`src/rtl/gpio_mask_pkg.sv`:
```
package gpio_mask_pkg;
  localparam int GPIO_DW_DEF    = 8;
  localparam int GPIO_SEL_LSB   = 2;
  localparam int GPIO_SYNC_DEF  = 2;
endpackage

```
`src/rtl/gpio_pin_sync.sv`:
```
module gpio_pin_sync #(
  parameter int DATA_W = gpio_mask_pkg::GPIO_DW_DEF,
  parameter int STAGES = gpio_mask_pkg::GPIO_SYNC_DEF
) (
  input  logic              clk,
  input  logic              rst_n,
  input  logic [DATA_W-1:0] pins_raw,
  output logic [DATA_W-1:0] pins_sync
);
  logic [DATA_W-1:0] stage_q [STAGES];

  generate
    for (genvar s = 0; s < STAGES; s++) begin : g_stage
      if (s == 0) begin : g_first
        always_ff @(posedge clk or negedge rst_n) begin
          if (!rst_n) stage_q[0] <= '0;
          else        stage_q[0] <= pins_raw;
        end
        a_r9_first_stage: assert property (@(posedge clk) disable iff (!rst_n)
          1'b1 |=> stage_q[0] == $past(pins_raw));
      end else begin : g_next
        always_ff @(posedge clk or negedge rst_n) begin
          if (!rst_n) stage_q[s] <= '0;
          else        stage_q[s] <= stage_q[s-1];
        end
        a_r9_chain_step: assert property (@(posedge clk) disable iff (!rst_n)
          1'b1 |=> stage_q[s] == $past(stage_q[s-1]));
      end
    end
  endgenerate

  assign pins_sync = stage_q[STAGES-1];

  // synchronizer output is cleared while reset is held
  a_r8_sync_clear: assert property (@(negedge clk) !rst_n |-> pins_sync == '0);
endmodule

```
`src/rtl/gpio_out_reg.sv`:
```
module gpio_out_reg #(
  parameter int DATA_W = gpio_mask_pkg::GPIO_DW_DEF
) (
  input  logic              clk,
  input  logic              rst_n,
  input  logic              wr_en,
  input  logic [DATA_W-1:0] sel_mask,
  input  logic [DATA_W-1:0] wr_data,
  output logic [DATA_W-1:0] out_q
);
  // Bitwise merge: selected bits from fresh, the others from held
  function automatic logic [DATA_W-1:0] merge_sel(
    input logic [DATA_W-1:0] held,
    input logic [DATA_W-1:0] fresh,
    input logic [DATA_W-1:0] sel
  );
    logic [DATA_W-1:0] r;
    for (int i = 0; i < DATA_W; i++) r[i] = sel[i] ? fresh[i] : held[i];
    return r;
  endfunction

  logic [DATA_W-1:0] wr_bits;   // bits actually written this cycle
  logic [DATA_W-1:0] out_next;

  assign wr_bits  = wr_en ? sel_mask : '0;
  assign out_next = merge_sel(out_q, wr_data, wr_bits);

  always_ff @(posedge clk or negedge rst_n) begin
    if (!rst_n) out_q <= '0;
    else        out_q <= out_next;
  end

  a_r2_masked_take: assert property (@(posedge clk) disable iff (!rst_n)
    wr_en |=> (out_q & $past(sel_mask)) == ($past(wr_data) & $past(sel_mask)));
  a_r3_unmasked_hold: assert property (@(posedge clk) disable iff (!rst_n)
    wr_en |=> ((out_q ^ $past(out_q)) & ~$past(sel_mask)) == '0);
  a_r7_empty_mask_hold: assert property (@(posedge clk) disable iff (!rst_n)
    (sel_mask == '0) |=> $stable(out_q));
  a_r10_idle_hold: assert property (@(posedge clk) disable iff (!rst_n)
    !wr_en |=> $stable(out_q));
  a_r8_out_clear: assert property (@(negedge clk) !rst_n |-> out_q == '0);
endmodule

```
`src/rtl/gpio_rd_gate.sv`:
```
module gpio_rd_gate #(
  parameter int DATA_W = gpio_mask_pkg::GPIO_DW_DEF
) (
  input  logic              clk,
  input  logic              rst_n,
  input  logic [DATA_W-1:0] sel_mask,
  input  logic [DATA_W-1:0] pins_sync,
  output logic [DATA_W-1:0] rd_data
);
  function automatic logic [DATA_W-1:0] gate_sel(
    input logic [DATA_W-1:0] val,
    input logic [DATA_W-1:0] sel
  );
    logic [DATA_W-1:0] r;
    for (int i = 0; i < DATA_W; i++) r[i] = sel[i] & val[i];
    return r;
  endfunction

  assign rd_data = gate_sel(pins_sync, sel_mask);

  a_r4_unselected_zero: assert property (@(posedge clk) disable iff (!rst_n)
    (rd_data & ~sel_mask) == '0);
  a_r7_empty_mask_read: assert property (@(posedge clk) disable iff (!rst_n)
    (sel_mask == '0) |-> rd_data == '0);
  a_r5_selected_pins: assert property (@(posedge clk) disable iff (!rst_n)
    (rd_data | ~sel_mask) == (pins_sync | ~sel_mask));
endmodule

```
`src/rtl/masked_gpio_port.sv`:
```
module masked_gpio_port #(
  parameter  int DATA_W   = gpio_mask_pkg::GPIO_DW_DEF,
  parameter  int SEL_LSB  = gpio_mask_pkg::GPIO_SEL_LSB,
  parameter  int SYNC_STG = gpio_mask_pkg::GPIO_SYNC_DEF,
  localparam int ADDR_W   = SEL_LSB + DATA_W
) (
  input  logic              clk,
  input  logic              rst_n,
  input  logic [ADDR_W-1:0] addr,
  input  logic              wr_en,
  input  logic [DATA_W-1:0] wr_data,
  output logic [DATA_W-1:0] rd_data,
  input  logic [DATA_W-1:0] pad_in,
  output logic [DATA_W-1:0] data_out
);
  // address bit k+SEL_LSB selects data bit k
  function automatic logic [DATA_W-1:0] addr_to_sel(input logic [ADDR_W-1:0] a);
    logic [DATA_W-1:0] m;
    for (int k = 0; k < DATA_W; k++) m[k] = a[k + SEL_LSB];
    return m;
  endfunction

  logic [DATA_W-1:0] acc_sel;     // per-pin access mask
  logic [DATA_W-1:0] pins_sync;   // synchronized pad levels

  assign acc_sel = addr_to_sel(addr);

  generate
    if (SEL_LSB > 0) begin : g_lo
      logic unused_lo;            // byte-offset bits take no part
      assign unused_lo = ^addr[SEL_LSB-1:0];
    end
  endgenerate

  gpio_pin_sync #(.DATA_W(DATA_W), .STAGES(SYNC_STG)) u_sync (
    .clk(clk), .rst_n(rst_n), .pins_raw(pad_in), .pins_sync(pins_sync)
  );

  gpio_out_reg #(.DATA_W(DATA_W)) u_out (
    .clk(clk), .rst_n(rst_n), .wr_en(wr_en), .sel_mask(acc_sel),
    .wr_data(wr_data), .out_q(data_out)
  );

  gpio_rd_gate #(.DATA_W(DATA_W)) u_rd (
    .clk(clk), .rst_n(rst_n), .sel_mask(acc_sel), .pins_sync(pins_sync),
    .rd_data(rd_data)
  );

  a_r1_sel_lsb: assert property (@(posedge clk) disable iff (!rst_n)
    addr[SEL_LSB] |-> acc_sel[0]);
  a_r1_sel_msb: assert property (@(posedge clk) disable iff (!rst_n)
    !addr[ADDR_W-1] |-> !acc_sel[DATA_W-1]);
endmodule

```
`config.mk`:
```
export PLATFORM = sky130hd
export DESIGN_NAME = masked_gpio_port
export DESIGN_NICKNAME = d
export VERILOG_FILES = /design/src/rtl/gpio_mask_pkg.sv /design/src/rtl/gpio_pin_sync.sv /design/src/rtl/gpio_out_reg.sv /design/src/rtl/gpio_rd_gate.sv /design/src/rtl/masked_gpio_port.sv
export SDC_FILE = /design/constraint.sdc
export NUM_CORES = 1
export LEC_CHECK = 0
export BUFFER_PORTS_ARGS = -buffer_cell sky130_fd_sc_hd__buf_2
export CORE_MARGIN = 8
export CORE_UTILIZATION = 37
export CTS_CLUSTER_SIZE = 40
export DETAILED_ROUTE_END_ITERATION = 10
export PLACE_DENSITY_LB_ADDON = 0.12
export SLEW_MARGIN = 30
export SYNTH_ARGS = -nofsm -noshare
export SYNTH_HDL_FRONTEND = slang
export SYNTH_SLANG_ARGS = --single-unit
```
`constraint.sdc`:
```
create_clock -name clk -period 0.8 [get_ports clk]
set_input_delay 0.16 -clock clk [delete_from_list [all_inputs] [get_ports clk]]
set_output_delay 0.16 -clock clk [all_outputs]
set_load 0.005 [all_outputs]
```
; After elaboration in Yosys (flattened, before gate mapping)
; Index checks and enable logic that the tools add are counted.
[classes]
n_addsub = 0
n_div = 0
multipliers = 0
eq_ne = 0
bitwise_logic = 8
n_lt_le_gt_ge = 0
reduce_logical = 0
n_mux = 1
shift = 0
[op_table]
columns = cell, count
row1 = 1-bit AND, 8
row2 = 8-bit 2-to-1 mux, 1
[word_totals]
ram_bits = 0
word_cells = 19
latch_bits = 0
inputBits = 29
ff_bits = 24
memories = 0
mem_bits_ro = 0
output_inout_bits = 16

; Depth between registers and ports, before layout
; Gate-level depths: netlist of run 1.
[depth]
word_depth = 1
mapped_depth = 3
ltp_nobuf = 2

; Cells and area by module
; Synthesis of run 1 repeated with hierarchy kept, for this count alone.
[unflattened]
hier_cells = 57
area_unflattened_um2 = 872.1
[by_module_without_submodules]
columns = module, area_each_um2, seq_area_each_um2, cells_each, instances
row1 = gpio_pin_sync, 460.4, 400.4, 24, 1
row2 = gpio_out_reg, 361.6, 200.2, 25, 1
row3 = gpio_rd_gate, 50.0, 0.0, 8, 1

; Least setup slack after synthesis of run 1
; OpenSTA, ideal clock, no wires.
[synth_path]
kind = input-to-reg
startpoint = in wr_en
endpoint = reg u_out.out_q[1]
setup_ns = 0.125
required_time_ns = 0.675
t_arrival_ns = 0.656
path_stages = 3
n_path_buf = 1
path_slack_ns = 0.018
path_cell_list = buf_4 nand2_1 mux2_4
[synth_via]
elab_chain_cells = 1
[synth_lines]
columns = item, line
row1 = "start, declared", masked_gpio_port.sv:10  ; input logic wr_en,
row2 = 8-bit 2-to-1 mux, gpio_out_reg.sv:25  ; assign wr_bits = wr_en ? sel_mask : '0;
row3 = "end signal, assigned", gpio_out_reg.sv:30  ; else out_q <= out_next;
row4 = "end, declared", gpio_out_reg.sv:9  ; output logic [DATA_W-1:0] out_q
; Every way passes these cells.
; A chain may end at the register's enable or synchronous reset.

; Final worst setup path of run 1
[layout_path]
startpoint = reg u_sync.stage_q, in the netlist u_sync.pins_sync[1]
endpoint = out rd_data[1]
[layout_via]
elab_chain_cells = 1
[layout_lines]
columns = item, line
row1 = "start, declared", gpio_pin_sync.sv:10  ; logic [DATA_W-1:0] stage_q [STAGES];
row2 = "start signal, assigned by index", gpio_pin_sync.sv:24  ; else stage_q[s] <= stage_q[s-1];
row3 = 1-bit AND, gpio_rd_gate.sv:15  ; for (int i = 0; i < DATA_W; i++) r[i] = sel[i] & val[i];
row4 = "end, declared", masked_gpio_port.sv:12  ; output logic [DATA_W-1:0] rd_data,
; Every way passes these cells.

==> results of run 1 <==
==> power by group through the flow <==
stage	registers, W	logic (W)	clock network, W
finish	0.00135	0.000431	0.000846
global route	0.00136	0.000476	0.000949
CTS	0.00135	0.000411	0.000887
detailed placement	0.00138	0.000321	0
global placement	0.00137	0.000319	0
floorplan	0.00138	0.000132	0
==> cell families after synthesis <==
group	share of synthesized area, %
buf+inv	0.929
flops	74.3
mux	14.9
simple gates	9.91
==> per-layer routing <==
layer	global-route usage [%]	part of all wire, %	vias to the layer above
met2	16.4	52	20
met4	3.42	0.36	0
met5	0	0	-
li1	-	-	275
met3	4.66	7.9	2
met1	8.25	40	273
==> registers in the layout, indices dropped and copies added, names as in the netlist <==
signal            flops
u_sync.pins_sync      8
u_out.out_q           8
u_sync.stage_q        8
==> cell usage after synthesis <==
library cell | count | area, µm²
dfrtp_1 | 24 | 601
mux2_4 | 8 | 120
and2_1 | 8 | 50.1
nand2_1 | 8 | 30.0
buf_4 | 1 | 7.51
==> cell type report <==
type                       instances  area [µm²]
sequential                        24         601
clock inverter                     1        30.0
fill                             179         892
timing repair buffer              58         368
clock buffer                       3        22.5
tap                               28        35.0
multi-input combinational         24         200
==> stage by stage <==
stage / hold WS, ns / total power [W] / worst slack [ns]
after floorplan: -0.136 / 0.00151 / 0.0185
after global placement: 0.149 / 0.00169 / -0.0399
after detailed placement: 0.152 / 0.00170 / -0.0503
after CTS: 0.0544 / 0.00265 / -0.321
after global routing: 0.0450 / 0.00279 / -0.368
final: 0.0709 / 0.00263 / -0.300
==> critical path, delay by kind of cell, from the launching register on <==
| family | cells | cell delay [ns] |
|---|---|---|
| buffers and inverters | 1 | 0.12 |
| flip-flops | 1 | 0.39 |
| AND/OR/NAND/NOR | 1 | 0.13 |
==> worst min-delay path by stage <==
stage / endpoint / depth (start not counted) / startpoint / slack [ns]
after floorplan: u_out.out_q[0] / 0 / rst_n / -0.14
after global placement: u_out.out_q[2] / 2 / rst_n / 0.15
after detailed placement: u_out.out_q[2] / 2 / rst_n / 0.15
after CTS: u_out.out_q[1] / 2 / wr_data[1] / 0.05
after global routing: u_out.out_q[4] / 2 / wr_data[4] / 0.05
final: u_out.out_q[1] / 2 / wr_data[1] / 0.07
==> timing repair <==
item                                    in CTS  in global routing
gates resized for setup                      0                  4
pin swaps                                    3                  0
endpoints found under the hold margin       32                  0
endpoints found under the setup margin      16                 21
hold buffers                                 9                  0
setup buffers                                5                  3
==> flow_summary.ini, run 1 <==
[detailed_routing]
vias_per_cell = 4.13
wl_per_cell_um = 12.0
dr.pass1.iters = 2
drc = 0
final_antenna_net_count = 0
wl_um = 1660
drt_iter0_markers = 12
vias = 570

[outcome]
failed_checks = setup timing
status = complete, but fails checks

[power]
seqPwrFrac_pct = 51.5
leakage_nw = 0.667
combPwrFrac_pct = 16.4
p_int_w = 0.00211
power_density_nw_per_um2 = 2090
switching_share_pct = 19.7
ir_drop_uv = 1920
pwr-share-clk_pct = 32.2
power.switching_w = 0.000518

[final_layout]
drive_above_1_share_pct = 55.5
nets = 140
fin_util_pct = 58.5
finalNonFillerCells = 138
fin_area_um2 = 1260
final_common_cell = buf_2
area_growth_pct = 55.4
layout_common_cells = 42 x buf_2, 24 x dfrtp_1, 9 x dlygate4sd3_1
diodes = 0

[worst_setup_path]
end_kind = primary output
reg2reg_slack_ns = -0.07
worst_path_max_delay_cell = dfrtp_1
cp-endpoint = rd_data[1]
worstPathMaxFanout = 1
crit_path_start_kind = flop
crit_path_max_incr_delay_ns = 0.39
crit_required_ns = 0.64
timing.rr.end = u_out.out_q[4]
path_cells = and2_1, buf_2
critPathLaunch = u_sync.pins_sync[1]
worst_ep_arrival_time_ns = 0.94
worstSetupPathType = flop to primary output
rr_worst_depth = 2
r2r-start = u_out.out_q[4]

[floorplanning]
fp.dieArea_um2 = 3940
dieWidth_um = 62.7
boundaryPins = 45
start_util_pct = 37.6
coreArea_um2 = 2150
chipHeight_um = 62.7
num_rows = 17

[placed_design]
portBuffers = 42
gp_congestion = 0.696
dp_cells = 119
placed_cell_area_um2 = 1050
dp_hpwl_um = 1230

[logic_synthesis]
synthCells = 49
synth.distinct_cells = 5
yosys_warnings = 0
postSynthAreaPerCell_um2 = 16.5
synth_nets = 78
synth_area_um2 = 808
ys_ff_latch = 24
yosysSeqAreaShare_pct = 74.3

[timing]
min_period_ns = 1.10
rsz0062_at_grt = true
slew_viol_final = 0
fin_setup_tns_ns = -4.21
hold_violations = 0
max-slew-margin-rel_pct = 80.2
layout_setup_ws_ns = -0.300
setup_viol = 22
post-route-period-util_pct = 138
tightest_slew_ns = 0.297
finClkSkew_ns = 0.000586
fmax_mhz = 909

[clock_network]
clk_pin_slew_ns = 0.13
root_buffer = clkbuf_4
clockBufferDepth = 2
cts_tree = yes
cts.sinks = 24
htreeDepth = 1
clk_latency_ns = 0.31
cts_buffers = 3

[global_routing]
grt_first_pass_wirelength_um = 2870
grt_usage_pct = 9.01
grt_pass1_vias = 651
overflow = 0
grt_antenna_before_repair = 0
grt_max_degree = 25

[hold_path]
worstHoldPathType = primary input to flop

[job]
maxCapViolCount = 0
Power figures use the tool's default switching activity.
==> inputs of run 2 (changes only) <==
--- a/config.mk
+++ b/config.mk
@@ -10,7 +10,8 @@
 export CORE_UTILIZATION = 37
 export CTS_CLUSTER_SIZE = 40
 export DETAILED_ROUTE_END_ITERATION = 10
-export PLACE_DENSITY_LB_ADDON = 0.12
+export HOLD_SLACK_MARGIN = 0.15
+export PLACE_DENSITY = 0.83
 export SLEW_MARGIN = 30
 export SYNTH_ARGS = -nofsm -noshare
 export SYNTH_HDL_FRONTEND = slang
==> run 2 against run 1 <==
  * The run still ends with setup timing left
  * Combinational power is 11% higher
  * Register-to-register slack worse by 0.03 ns
  * Via count is 3.9% higher
  * Worst setup slack worse by 0.0049 ns
  * Cell area is 1.3% higher
  * Global-route usage is 0.80 points higher
  * Critical path type unchanged
  * Critical endpoint is now rd_data[0]
  * Largest cell class unchanged
  * Largest power group unchanged
==> flow_summary.ini, run 2 (synthesis results as in run 1) <==
[timing]
fmax_mhz = 905
min_period_ns = 1.11
hold_violations = 0
max-slew-margin-rel_pct = 83.4
rsz0062_at_grt = true
tightest_slew_ns = 0.248
finClkSkew_ns = 0.00587
setup_viol = 23
post-route-period-util_pct = 138
fin_setup_tns_ns = -4.42
slew_viol_final = 0
layout_setup_ws_ns = -0.305

[global_routing]
top_usage_layer = met2
overflow = 0
grt_pass1_vias = 669
grt_usage_pct = 9.81
use_met3_pct = 5.56
grt_max_degree = 16
grtUsageMet2_pct = 16.9
grt_first_pass_wirelength_um = 3110
use_met1_pct = 9.39
grt_antenna_before_repair = 0

[placed_design]
gp_congestion = 0.714
portBuffers = 42
post-place-ws_ns = -0.0703
dp_hpwl_um = 1430

[detailed_routing]
vias_per_cell = 4.26
dr.pass1.iters = 3
drc = 0
vias = 592
final_antenna_net_count = 0
drt_iter0_markers = 29
wl_um = 1980
wl_per_cell_um = 14.2

[worst_setup_path]
crit_required_ns = 0.64
worstPathMaxFanout = 1
end_kind = primary output
worstSetupPathType = flop to primary output
worst_ep_arrival_time_ns = 0.95
crit_path_start_kind = flop
rr_worst_depth = 2

[clock_network]
clockBufferDepth = 2
cts_tree = yes
root_buffer = clkbuf_4
clk_pin_slew_ns = 0.12
cts.sinks = 24
cts_buffers = 3
ctsHoldBuffers = 9
htreeDepth = 1
clk_latency_ns = 0.30

[final_layout]
layout_common_cells = 41 x buf_2, 24 x dfrtp_1, 9 x dlygate4sd3_1
multi_input_area_um2 = 203
area_growth_pct = 57.4
final_common_cell = buf_2
diodes = 0
regArea_um2 = 601
nFillCells = 170
nets = 141
drive_above_1_share_pct = 56.8

[floorplanning]
num_rows = 17
fp.dieArea_um2 = 3940
start_util_pct = 37.6
boundaryPins = 45
coreArea_um2 = 2150
chipHeight_um = 62.7
dieWidth_um = 62.7

[power]
ir_drop_uv = 910
power_density_nw_per_um2 = 1920
leakage_nw = 0.674
total_power_w = 0.00244

[hold_path]
min_path_cells = 2
worstHoldPathType = primary input to flop

[job]
maxCapViolCount = 0

[outcome]
failed_checks = setup timing
status = complete, but fails checks
-- run 2: cell count changes in the layout (fill, tap and decap cells not counted), sizes merged --
cell    delta
clkbuf     +1
bufinv     -1
buf        +1
-- run 2: path summary, 6_finish.rpt --
| check | start | end | slack [ns] |
|---|---|---|---|
| setup reg to reg | u_out.out_q[0] | u_out.out_q[0] | -0.10 |
| setup / recovery | u_sync.pins_sync[0] | rd_data[0] | -0.31 |
| hold reg to reg | u_sync.stage_q[8] | u_sync.pins_sync[0] | 0.36 |
| max in group asynchronous | rst_n | u_out.out_q[4] | 0.20 |
| min in group asynchronous | rst_n | u_out.out_q[6] | 0.25 |
| hold / removal | wr_data[6] | u_out.out_q[6] | 0.08 |
-- run 2: area by class of cell --
type | count | share of cell area, %
Tap cell | 28 | 2.75
Timing Repair Buffer | 59 | 31.3
Multi-Input combinational cell | 24 | 15.9
Sequential cell | 24 | 47.2
Clock buffer | 4 | 2.85
-- run 2: power by group --
group,switching (W),internal [W],leakage (nW)
Clock,0.000321,0.000277,0.0210
Combinational,0.000157,0.000320,0.372
Sequential,0.0000509,0.00131,0.280
-- run 2: repair_timing --
action                                 CTS  global route
endpoints found under the hold margin   40             8
resized for setup                        0             7
pin swaps                                3             0
buffers inserted                         5             2
setup endpoints to repair               16            21
-- run 2: per-layer routing --
layer  wire length [µm]  up-vias
met5                  0        -
met4                 20        0
met3                196        4
met2                980       30
met1                780      280
li1                   -      278
-- run 2: metrics by stage --
stage	hold slack (ns)	instances	utilization [%]	instance area, µm²
after floorplan	-0.136	49	-	808
after global placement	0.0328	119	49.6	1070
after detailed placement	0.0400	119	49.6	1070
after CTS	0.0705	137	57.3	1230
after global routing	0.0705	139	59.2	1270
final	0.0782	139	59.2	1270
-- run 2: worst max-delay path, stage by stage (launching register included) --
cell     delay (ns)
dfrtp_1        0.39
and2_1         0.13
buf_2          0.13
